===== config.mk =====
export PLATFORM = sky130hd
export DESIGN_NAME = xmem_bus_ctrl
export DESIGN_NICKNAME = d
export VERILOG_FILES = /design/src/rtl/xmem_pkg.sv /design/src/rtl/xmem_seq_ctrl.sv /design/src/rtl/xmem_bus_dp.sv /design/src/rtl/xmem_bus_ctrl.sv
export SDC_FILE = /design/constraint.sdc
export NUM_CORES = 1
export LEC_CHECK = 0
export ABC_CLOCK_PERIOD_IN_PS = 3100
export BUFFER_PORTS_ARGS = -buffer_cell sky130_fd_sc_hd__buf_2
export CAP_MARGIN = 20
export CORE_MARGIN = 2
export CORE_UTILIZATION = 50
export DETAILED_ROUTE_END_ITERATION = 8
export GPL_TIMING_DRIVEN = 1
export PLACE_DENSITY_LB_ADDON = 0.08
export SLEW_MARGIN = 20
export SYNTH_ARGS = -nofsm -noshare
export SYNTH_HDL_FRONTEND = slang
export SYNTH_SLANG_ARGS = --single-unit

===== constraint.sdc =====
create_clock -name clk -period 3.1 [get_ports clk]
set_input_delay 0.62 -clock clk [delete_from_list [all_inputs] [get_ports clk]]
set_output_delay 0.62 -clock clk [all_outputs]
set_load 0.01 [all_outputs]

===== src/rtl/xmem_pkg.sv =====
package xmem_pkg;

  typedef enum logic [1:0] {
    SEQ_IDLE   = 2'd0,
    SEQ_ADDR   = 2'd1,
    SEQ_STROBE = 2'd2,
    SEQ_FINAL  = 2'd3
  } seqState_t;

  typedef struct packed {
    logic accept;     // capture the request this edge
    logic addrPhase;  // address latch period
    logic strbPhase;  // RD/WR active period
    logic finalPhase; // hold period with ready
    logic capture;    // sample shared port at this edge
    logic idle;
  } seqCtl_t;

endpackage


===== src/rtl/xmem_seq_ctrl.sv =====
module xmem_seq_ctrl
  import xmem_pkg::*;
#(
  parameter int WAIT_W = 2
) (
  input  logic              clk,
  input  logic              rstN,
  input  logic              reqValid,
  input  logic              curWrite,
  input  logic [WAIT_W-1:0] curWait,
  output seqCtl_t           ctl
);

  seqState_t        state, stateNext;
  logic [WAIT_W-1:0] waitCnt, waitCntNext;

  always_comb begin
    stateNext   = state;
    waitCntNext = waitCnt;
    unique case (state)
      SEQ_IDLE: begin
        if (reqValid) stateNext = SEQ_ADDR;
      end
      SEQ_ADDR: begin
        stateNext   = SEQ_STROBE;
        waitCntNext = curWait;
      end
      SEQ_STROBE: begin
        if (waitCnt == '0) stateNext = SEQ_FINAL;
        else               waitCntNext = waitCnt - 1'b1;
      end
      SEQ_FINAL: begin
        stateNext = SEQ_IDLE;
      end
      default: stateNext = SEQ_IDLE;
    endcase
  end

  always_ff @(posedge clk) begin
    if (!rstN) begin
      state   <= SEQ_IDLE;
      waitCnt <= '0;
    end else begin
      state   <= stateNext;
      waitCnt <= waitCntNext;
    end
  end

  always_comb begin
    ctl            = '0;
    ctl.idle       = (state == SEQ_IDLE);
    ctl.accept     = (state == SEQ_IDLE) && reqValid;
    ctl.addrPhase  = (state == SEQ_ADDR);
    ctl.strbPhase  = (state == SEQ_STROBE);
    ctl.finalPhase = (state == SEQ_FINAL);
    ctl.capture    = (state == SEQ_STROBE) && (waitCnt == '0) && !curWrite;
  end

endmodule


===== src/rtl/xmem_bus_dp.sv =====
module xmem_bus_dp
  import xmem_pkg::*;
#(
  parameter int ADDR_W = 16,
  parameter int DATA_W = 8,
  parameter int WAIT_W = 2
) (
  input  logic                     clk,
  input  logic                     rstN,
  input  seqCtl_t                  ctl,
  input  logic                     reqWrite,
  input  logic [ADDR_W-1:0]        reqAddr,
  input  logic [DATA_W-1:0]        reqWdata,
  input  logic [ADDR_W-DATA_W-1:0] sectorLimit,
  input  logic [WAIT_W-1:0]        waitLow,
  input  logic [WAIT_W-1:0]        waitHigh,
  input  logic                     keeperEn,
  input  logic [DATA_W-1:0]        adIn,
  output logic                     curWrite,
  output logic [WAIT_W-1:0]        curWait,
  output logic [DATA_W-1:0]        rdData,
  output logic                     ale,
  output logic                     rdN,
  output logic                     wrN,
  output logic [ADDR_W-DATA_W-1:0] addrHi,
  output logic [DATA_W-1:0]        adOut,
  output logic                     adOe
);

  localparam int HI_W = ADDR_W - DATA_W;

  logic [DATA_W-1:0] addrLoReg;
  logic [DATA_W-1:0] busData;
  logic              upperSector;
  logic [WAIT_W-1:0] waitPick;

  assign upperSector = (reqAddr[ADDR_W-1 -: HI_W] >= sectorLimit);
  assign waitPick    = upperSector ? waitHigh : waitLow;

  always_ff @(posedge clk) begin
    if (!rstN) begin
      addrLoReg <= '0;
      addrHi    <= '0;
      curWrite  <= 1'b0;
      curWait   <= '0;
      busData   <= '0;
      rdData    <= '0;
    end else begin
      if (ctl.accept) begin
        addrLoReg <= reqAddr[DATA_W-1:0];
        addrHi    <= reqAddr[ADDR_W-1 -: HI_W];
        curWrite  <= reqWrite;
        curWait   <= waitPick;
        if (reqWrite) busData <= reqWdata;
      end
      if (ctl.capture) begin
        busData <= adIn;
        rdData  <= adIn;
      end
    end
  end

  always_comb begin
    ale   = ctl.addrPhase;
    rdN   = !(ctl.strbPhase && !curWrite);
    wrN   = !(ctl.strbPhase && curWrite);
    adOut = ctl.addrPhase ? addrLoReg : busData;
    adOe  = ctl.addrPhase
          | (curWrite && (ctl.strbPhase || ctl.finalPhase))
          | (ctl.idle && keeperEn);
  end

endmodule


===== src/rtl/xmem_bus_ctrl.sv =====
module xmem_bus_ctrl
  import xmem_pkg::*;
#(
  parameter int ADDR_W = 16,
  parameter int DATA_W = 8,
  parameter int WAIT_W = 2
) (
  input  logic                     clk,
  input  logic                     rstN,
  input  logic                     coreValidI,
  input  logic                     coreWriteI,
  input  logic [ADDR_W-1:0]        coreAddrI,
  input  logic [DATA_W-1:0]        coreWdataI,
  output logic                     coreReadyO,
  output logic [DATA_W-1:0]        coreRdataO,
  input  logic [ADDR_W-DATA_W-1:0] cfgSectorLimitI,
  input  logic [WAIT_W-1:0]        cfgWaitLowI,
  input  logic [WAIT_W-1:0]        cfgWaitHighI,
  input  logic                     cfgKeeperI,
  output logic                     memAleO,
  output logic                     memRdNO,
  output logic                     memWrNO,
  output logic [ADDR_W-DATA_W-1:0] memAddrHiO,
  output logic [DATA_W-1:0]        memAdO,
  output logic                     memAdOeO,
  input  logic [DATA_W-1:0]        memAdI
);

  seqCtl_t           ctl;
  logic              curWrite;
  logic [WAIT_W-1:0] curWait;

  xmem_seq_ctrl #(.WAIT_W(WAIT_W)) u_ctrl (
    .clk      (clk),
    .rstN     (rstN),
    .reqValid (coreValidI),
    .curWrite (curWrite),
    .curWait  (curWait),
    .ctl      (ctl)
  );

  xmem_bus_dp #(.ADDR_W(ADDR_W), .DATA_W(DATA_W), .WAIT_W(WAIT_W)) u_dp (
    .clk         (clk),
    .rstN        (rstN),
    .ctl         (ctl),
    .reqWrite    (coreWriteI),
    .reqAddr     (coreAddrI),
    .reqWdata    (coreWdataI),
    .sectorLimit (cfgSectorLimitI),
    .waitLow     (cfgWaitLowI),
    .waitHigh    (cfgWaitHighI),
    .keeperEn    (cfgKeeperI),
    .adIn        (memAdI),
    .curWrite    (curWrite),
    .curWait     (curWait),
    .rdData      (coreRdataO),
    .ale         (memAleO),
    .rdN         (memRdNO),
    .wrN         (memWrNO),
    .addrHi      (memAddrHiO),
    .adOut       (memAdO),
    .adOe        (memAdOeO)
  );

  assign coreReadyO = ctl.finalPhase;

endmodule


==> results of run 1 <==
[area by class of cell]
| cell class | count | area [um2] |
|---|---|---|
| Clock buffer | 8 | 100.1 |
| Fill cell | 349 | 1249 |
| Inverter | 15 | 56.30 |
| Multi-Input combinational cell | 156 | 1022 |
| Sequential cell | 39 | 780.7 |
| Tap cell | 48 | 60.06 |
| Timing Repair Buffer | 78 | 392.9 |
[flip-flops by register name (all words and copies together), names as in the netlist]
signal          count
u_dp.curWrite       1
u_dp.busData        8
u_dp.addrLoReg      8
u_ctrl.state        2
u_dp.curWait        2
u_ctrl.waitCnt      2
u_dp.rdData         8
u_dp.addrHi         8
[kinds of logic (layout without fill, tap and decap cells)]
family	Yosys count	after routing	share of synthesized area
compound gates	59	59	0.2250
fa+ha+maj	13	13	0.08502
buf+inv	26	101	0.05755
flops	39	39	0.4081
mux	11	11	0.06279
simple gates	73	73	0.1615
[metrics by stage]
step           hold slack [ps]  total power, mW  instances
2_1_floorplan            437.8            1.247        221
3_3_place_gp             449.4            1.455        336
3_5_place_dp             454.3            1.464        336
4_1_cts                  463.9            1.834        344
5_1_grt                  481.0            1.966        344
6_report                 459.6            1.811        344
[per-layer routing]
layer	wire length (um)	track usage	up-vias
met5	0	0	-
met4	60	0.07031	0
met3	286	0.05622	8
met2	1691	0.3359	51
met1	1961	0.2612	721
li1	-	-	894
[critical path, delay by kind of cell, from the launching register on]
family | cells | cell delay [ps]
multiplexers | 1 | 390
buffers and inverters | 2 | 230
adder cells (fa/ha/maj) | 1 | 400
flip-flops | 1 | 350
[final timing paths]
check                                     start  slack [ps]  cells after the start               to
worst min register to register   u_dp.rdData[0]         460                      2   u_dp.rdData[0]
worst min-delay path             u_dp.rdData[0]         460                      2   u_dp.rdData[0]
worst max register to register  u_ctrl.state[0]        1260                      7  u_dp.busData[6]
worst max-delay path            u_ctrl.state[1]         810                      4        memAdO[1]
[report_power, final]
group | switching [mW] | internal (mW) | total, mW | leakage, nW
Combinational | 0.414 | 0.317 | 0.731 | 0.799
Sequential | 0.0746 | 0.638 | 0.712 | 0.320
Clock | 0.165 | 0.203 | 0.368 | 0.0515
[layout by cell type, fill, tap and decap left out, drive strengths merged, types with 3 or more instances in the layout]
cell type  synthesis  routed
clkbuf             6       8
nor2b              4       4
ha                13      13
mux2i              3       3
buf                5      78
a21oi              3       3
inv               15      15
dfxtp             39      39
a31oi              8       8
a21boi            26      26
o21ai             12      12
nand2             65      65
mux2               8       8
==> results.json, run 1 <==
{
  "status": "completed",
  "yosys_most_used_dff": "dfxtp_1",
  "cts_buffers": 5,
  "worstPathMaxFanout": 10,
  "finClkSkew_ps": 2.083,
  "die_h_um": 65.86,
  "root_buffer": "clkbuf_8",
  "cpMaxStageDelayCell": "ha_1",
  "crit_type": "flop to primary output",
  "synth-edff-count": 0,
  "dieArea_mm2": 0.004337,
  "crit_arrival_ps": 1670,
  "peakVddDrop_mv": 0.4675,
  "first_iter_violations": 63,
  "power_leakage_nw": 1.170,
  "ios": 78,
  "place_area_mm2": 0.002312,
  "syn-num-nets": 283,
  "cp-end-kind": "primary output",
  "cts_max_level": 2,
  "ys_ff_latch": 39,
  "synth_warnings": 0,
  "numClockSinks": 39,
  "grt.total_usage": 0.2059,
  "fin_crit_ps": 2287,
  "port_buffers": 77,
  "startpoint_type": "flop",
  "synth_area_leaders": "dfxtp_1 41%, nand2_1 12%, a21boi_0 10%",
  "grt_max_degree": 40,
  "layout-drive-gt1-share": 0.3412,
  "nNetsFinal": 357,
  "grt_pass1_vias": 1604,
  "gp_congestion": 0.7360,
  "synth_area_per_cell_um2": 8.656,
  "cts_resized": 0,
  "grt_antenna_before_repair": 0,
  "async_reset_ff_frac": 0,
  "dr.pass1.iters": 4,
  "diodes": 0,
  "ctsHoldBuffers": 0,
  "routedWlPerCell_um": 11.63,
  "ys_top_cells_by_count": "63 x nand2_1, 39 x dfxtp_1, 26 x a21boi_0",
  "tightest_slew_ps": 588.6,
  "ys_seq_area_frac": 0.4081,
  "setup_tns_ps": 0,
  "clk_latency_ps": 290,
  "via_per_inst": 4.866,
  "crit_chain": "inv_1 > ha_1 > mux2_2 > buf_2",
  "clockBufferDepth": 2,
  "clk_pin_slew_ps": 70,
  "final_cell_area_mm2": 0.002412,
  "vias": 1674,
  "yosysTopAreaCellShare": 0.4081,
  "grt_pass1_wl_um": 6913,
  "slew_viol_final": 0,
  "place_ws_ps": 955.5,
  "final_util": 0.6589,
  "die_w_um": 65.86,
  "worstPathRequired_ps": 2480,
  "yosysMostFrequentCell": "nand2_1",
  "worst_slack_ps": 813.2,
  "synth_cell_types": 28,
  "start_util": 0.5226,
  "cts_tree": "yes",
  "coreArea_mm2": 0.003661,
  "synthCells": 221,
  "clock.fmax_ghz": 0.4373,
  "area_growth_syn_to_layout_pct": 26.10,
  "finalCritPeriodShare": 0.7377,
  "dpl.hpwl_um": 3048,
  "finalSetupViolCount": 0,
  "final_hold_viol_count": 0,
  "post_cts_buffers": 0,
  "maxCapViolCount": 0,
  "slew_headroom": 0.6066,
  "rsz0062_at_grt": "no",
  "netlist_area_mm2": 0.001913,
  "wl_um": 4000,
  "ant_nets": 0,
  "p_per_area_mw_per_mm2": 750.7,
  "synth_top_area_cell": "dfxtp_1",
  "overflow": 0,
  "hold_path_class": "flop to flop",
  "drc_errors": 0,
  "rows": 22,
  "worst_path_largest_cell_delay_ps": 400
}
Power figures use the tool's default switching activity.
==> inputs of run 2 (changes only) <==
--- a/config.mk
+++ b/config.mk
@@ -5,11 +5,11 @@
 export SDC_FILE = /design/constraint.sdc
 export NUM_CORES = 1
 export LEC_CHECK = 0
-export ABC_CLOCK_PERIOD_IN_PS = 3100
+export ABC_CLOCK_PERIOD_IN_PS = 2300
 export BUFFER_PORTS_ARGS = -buffer_cell sky130_fd_sc_hd__buf_2
 export CAP_MARGIN = 20
 export CORE_MARGIN = 2
-export CORE_UTILIZATION = 50
+export CORE_UTILIZATION = 48
 export DETAILED_ROUTE_END_ITERATION = 8
 export GPL_TIMING_DRIVEN = 1
 export PLACE_DENSITY_LB_ADDON = 0.08
==> constraint.sdc (replaced) <==
create_clock -name clk -period 2.3 [get_ports clk]
set_input_delay 0.46 -clock clk [delete_from_list [all_inputs] [get_ports clk]]
set_output_delay 0.46 -clock clk [all_outputs]
set_load 0.01 [all_outputs]
==> results.json, run 2 (synthesis results as in run 1) <==
{
  "hold_path_depth": 3,
  "peakVddDrop_mv": 0.6190,
  "place_inst": 337,
  "reg2reg_depth": 6,
  "rows": 22,
  "die_w_um": 67.13,
  "r2r_slack_ps": 670,
  "final_util": 0.6420,
  "finalCritPeriodShare": 0.8827,
  "worstPathRequired_ps": 1840,
  "final_cell_area_mm2": 0.002404,
  "diodes": 0,
  "timing.rr.start": "u_ctrl.state[0]",
  "place_ws_ps": 318.5,
  "power_leakage_nw": 1.164,
  "post_cts_buffers": 0,
  "grt_max_degree": 40,
  "use_met1": 0.2407,
  "finalSetupViolCount": 0,
  "place_area_mm2": 0.002320,
  "port_buffers": 77,
  "grt.busiest_layer": "met2",
  "final_common_cell": "buf_2",
  "start_util": 0.5110,
  "hold_path_class": "input pin to flop",
  "nNetsFinal": 358,
  "total_power_mw": 2.410,
  "fin_crit_ps": 2030,
  "clockBufferDepth": 2,
  "p_per_area_mw_per_mm2": 1003,
  "clk_latency_ps": 290,
  "hold_ws_ps": 416.9,
  "overflow": 0,
  "slew_viol_final": 0,
  "tightest_slew_ps": 606.7,
  "grt_pass1_wl_um": 6741,
  "startpoint_type": "flop",
  "crit_type": "flop to primary output",
  "first_iter_violations": 97,
  "met2_usage": 0.3317,
  "mostFrequentLayoutCells": "77 x buf_2, 63 x nand2_1, 39 x dfxtp_1",
  "whs_endpoint": "u_dp.addrLoReg[7]",
  "clock.fmax_ghz": 0.4926,
  "final_hold_viol_count": 0,
  "wl_um": 4048,
  "setup_tns_ps": 0,
  "worstPathMaxFanout": 10,
  "vias": 1726,
  "grt_antenna_before_repair": 0,
  "cts_tree": "yes",
  "clk_pin_slew_ps": 70,
  "grt.total_usage": 0.1973,
  "grt_pass1_vias": 1627,
  "ios": 78,
  "cpMaxStageDelayCell": "mux2_2",
  "cp-end-kind": "primary output",
  "layout-drive-gt1-share": 0.3434,
  "final_cells": 345,
  "rsz0062_at_grt": "no",
  "cts_max_level": 2,
  "crit_chain": "inv_1 > ha_2 > mux2_2 > buf_2",
  "ant_nets": 0,
  "worst_slack_ps": 269.8,
  "holdCritStartpoint": "coreAddrI[7]",
  "coreArea_mm2": 0.003744,
  "grtUsageMet3": 0.04167,
  "worst_path_largest_cell_delay_ps": 370,
  "routedWlPerCell_um": 11.73,
  "die_h_um": 67.13,
  "finClkSkew_ps": 4.830,
  "gp_congestion": 0.8957,
  "cts_buffers": 5,
  "root_buffer": "clkbuf_8",
  "reg2reg_to": "u_dp.busData[7]",
  "drc_errors": 0,
  "maxCapViolCount": 0,
  "numClockSinks": 39,
  "dr.pass1.iters": 4,
  "status": "completed",
  "ctsHoldBuffers": 0,
  "crit_arrival_ps": 1570,
  "dpl.hpwl_um": 2978,
  "dieArea_mm2": 0.004506,
  "via_per_inst": 5.003,
  "slew_headroom": 0.5946,
  "area_growth_syn_to_layout_pct": 25.64
}
## run 2: cell types whose count changed in the layout (fill, tap and decap cells not counted), sizes merged
| cell | previous run | this run |
|---|---|---|
| buf | 78 | 79 |
| clkinv | 0 | 1 |
| clkbuf | 8 | 7 |
## run 2: critical path, delay by kind of cell (launching register included)
family                     cells  cell delay, ps
buffers and inverters          2             230
DFF                            1             360
muxes                          1             370
adders and majority gates      1             320
## run 2: layout make-up
| cell class | count | area, um2 |
|---|---|---|
| timing repair buffer | 79 | 400.4 |
| multi-input combinational | 156 | 1025 |
| tap | 48 | 60.06 |
| fill | 366 | 1340 |
| clock inverter | 1 | 5.005 |
| clock buffer | 7 | 76.32 |
| inverter | 15 | 56.30 |
| sequential | 39 | 780.7 |
## run 2: routing by layer
layer  vias to the layer above  share of wire  routed length (um)
li1                        895              -                   -
met1                       782           0.48                1929
met2                        44           0.45                1840
met3                         5          0.056                 227
met4                         0          0.012                  50
met5                         -              0                   0
## run 2: worst max-delay path by stage
stage | from | to | slack [ps] | cells after the start
after floorplan | coreAddrI[8] | u_dp.curWait[0] | 530 | 7
after detailed placement | coreAddrI[14] | u_dp.curWait[0] | 320 | 7
after CTS | u_ctrl.state[1] | memAdO[5] | 130 | 4
final | u_ctrl.state[1] | memAdO[5] | 270 | 4
after global routing | u_ctrl.state[1] | memAdO[5] | 150 | 4
after global placement | coreAddrI[14] | u_dp.curWait[1] | 360 | 7
## run 2: what timing repair did
action                                  in CTS  in global routing
endpoints found under the hold margin        0                  0
resized for setup                            0                  1
endpoints found under the setup margin       0                  2
## run 2: report_power, final
group	switching [mW]	leakage, nW	internal (mW)
combinational	0.576	0.802	0.439
sequential	0.0985	0.320	0.859
clock	0.224	0.0422	0.213
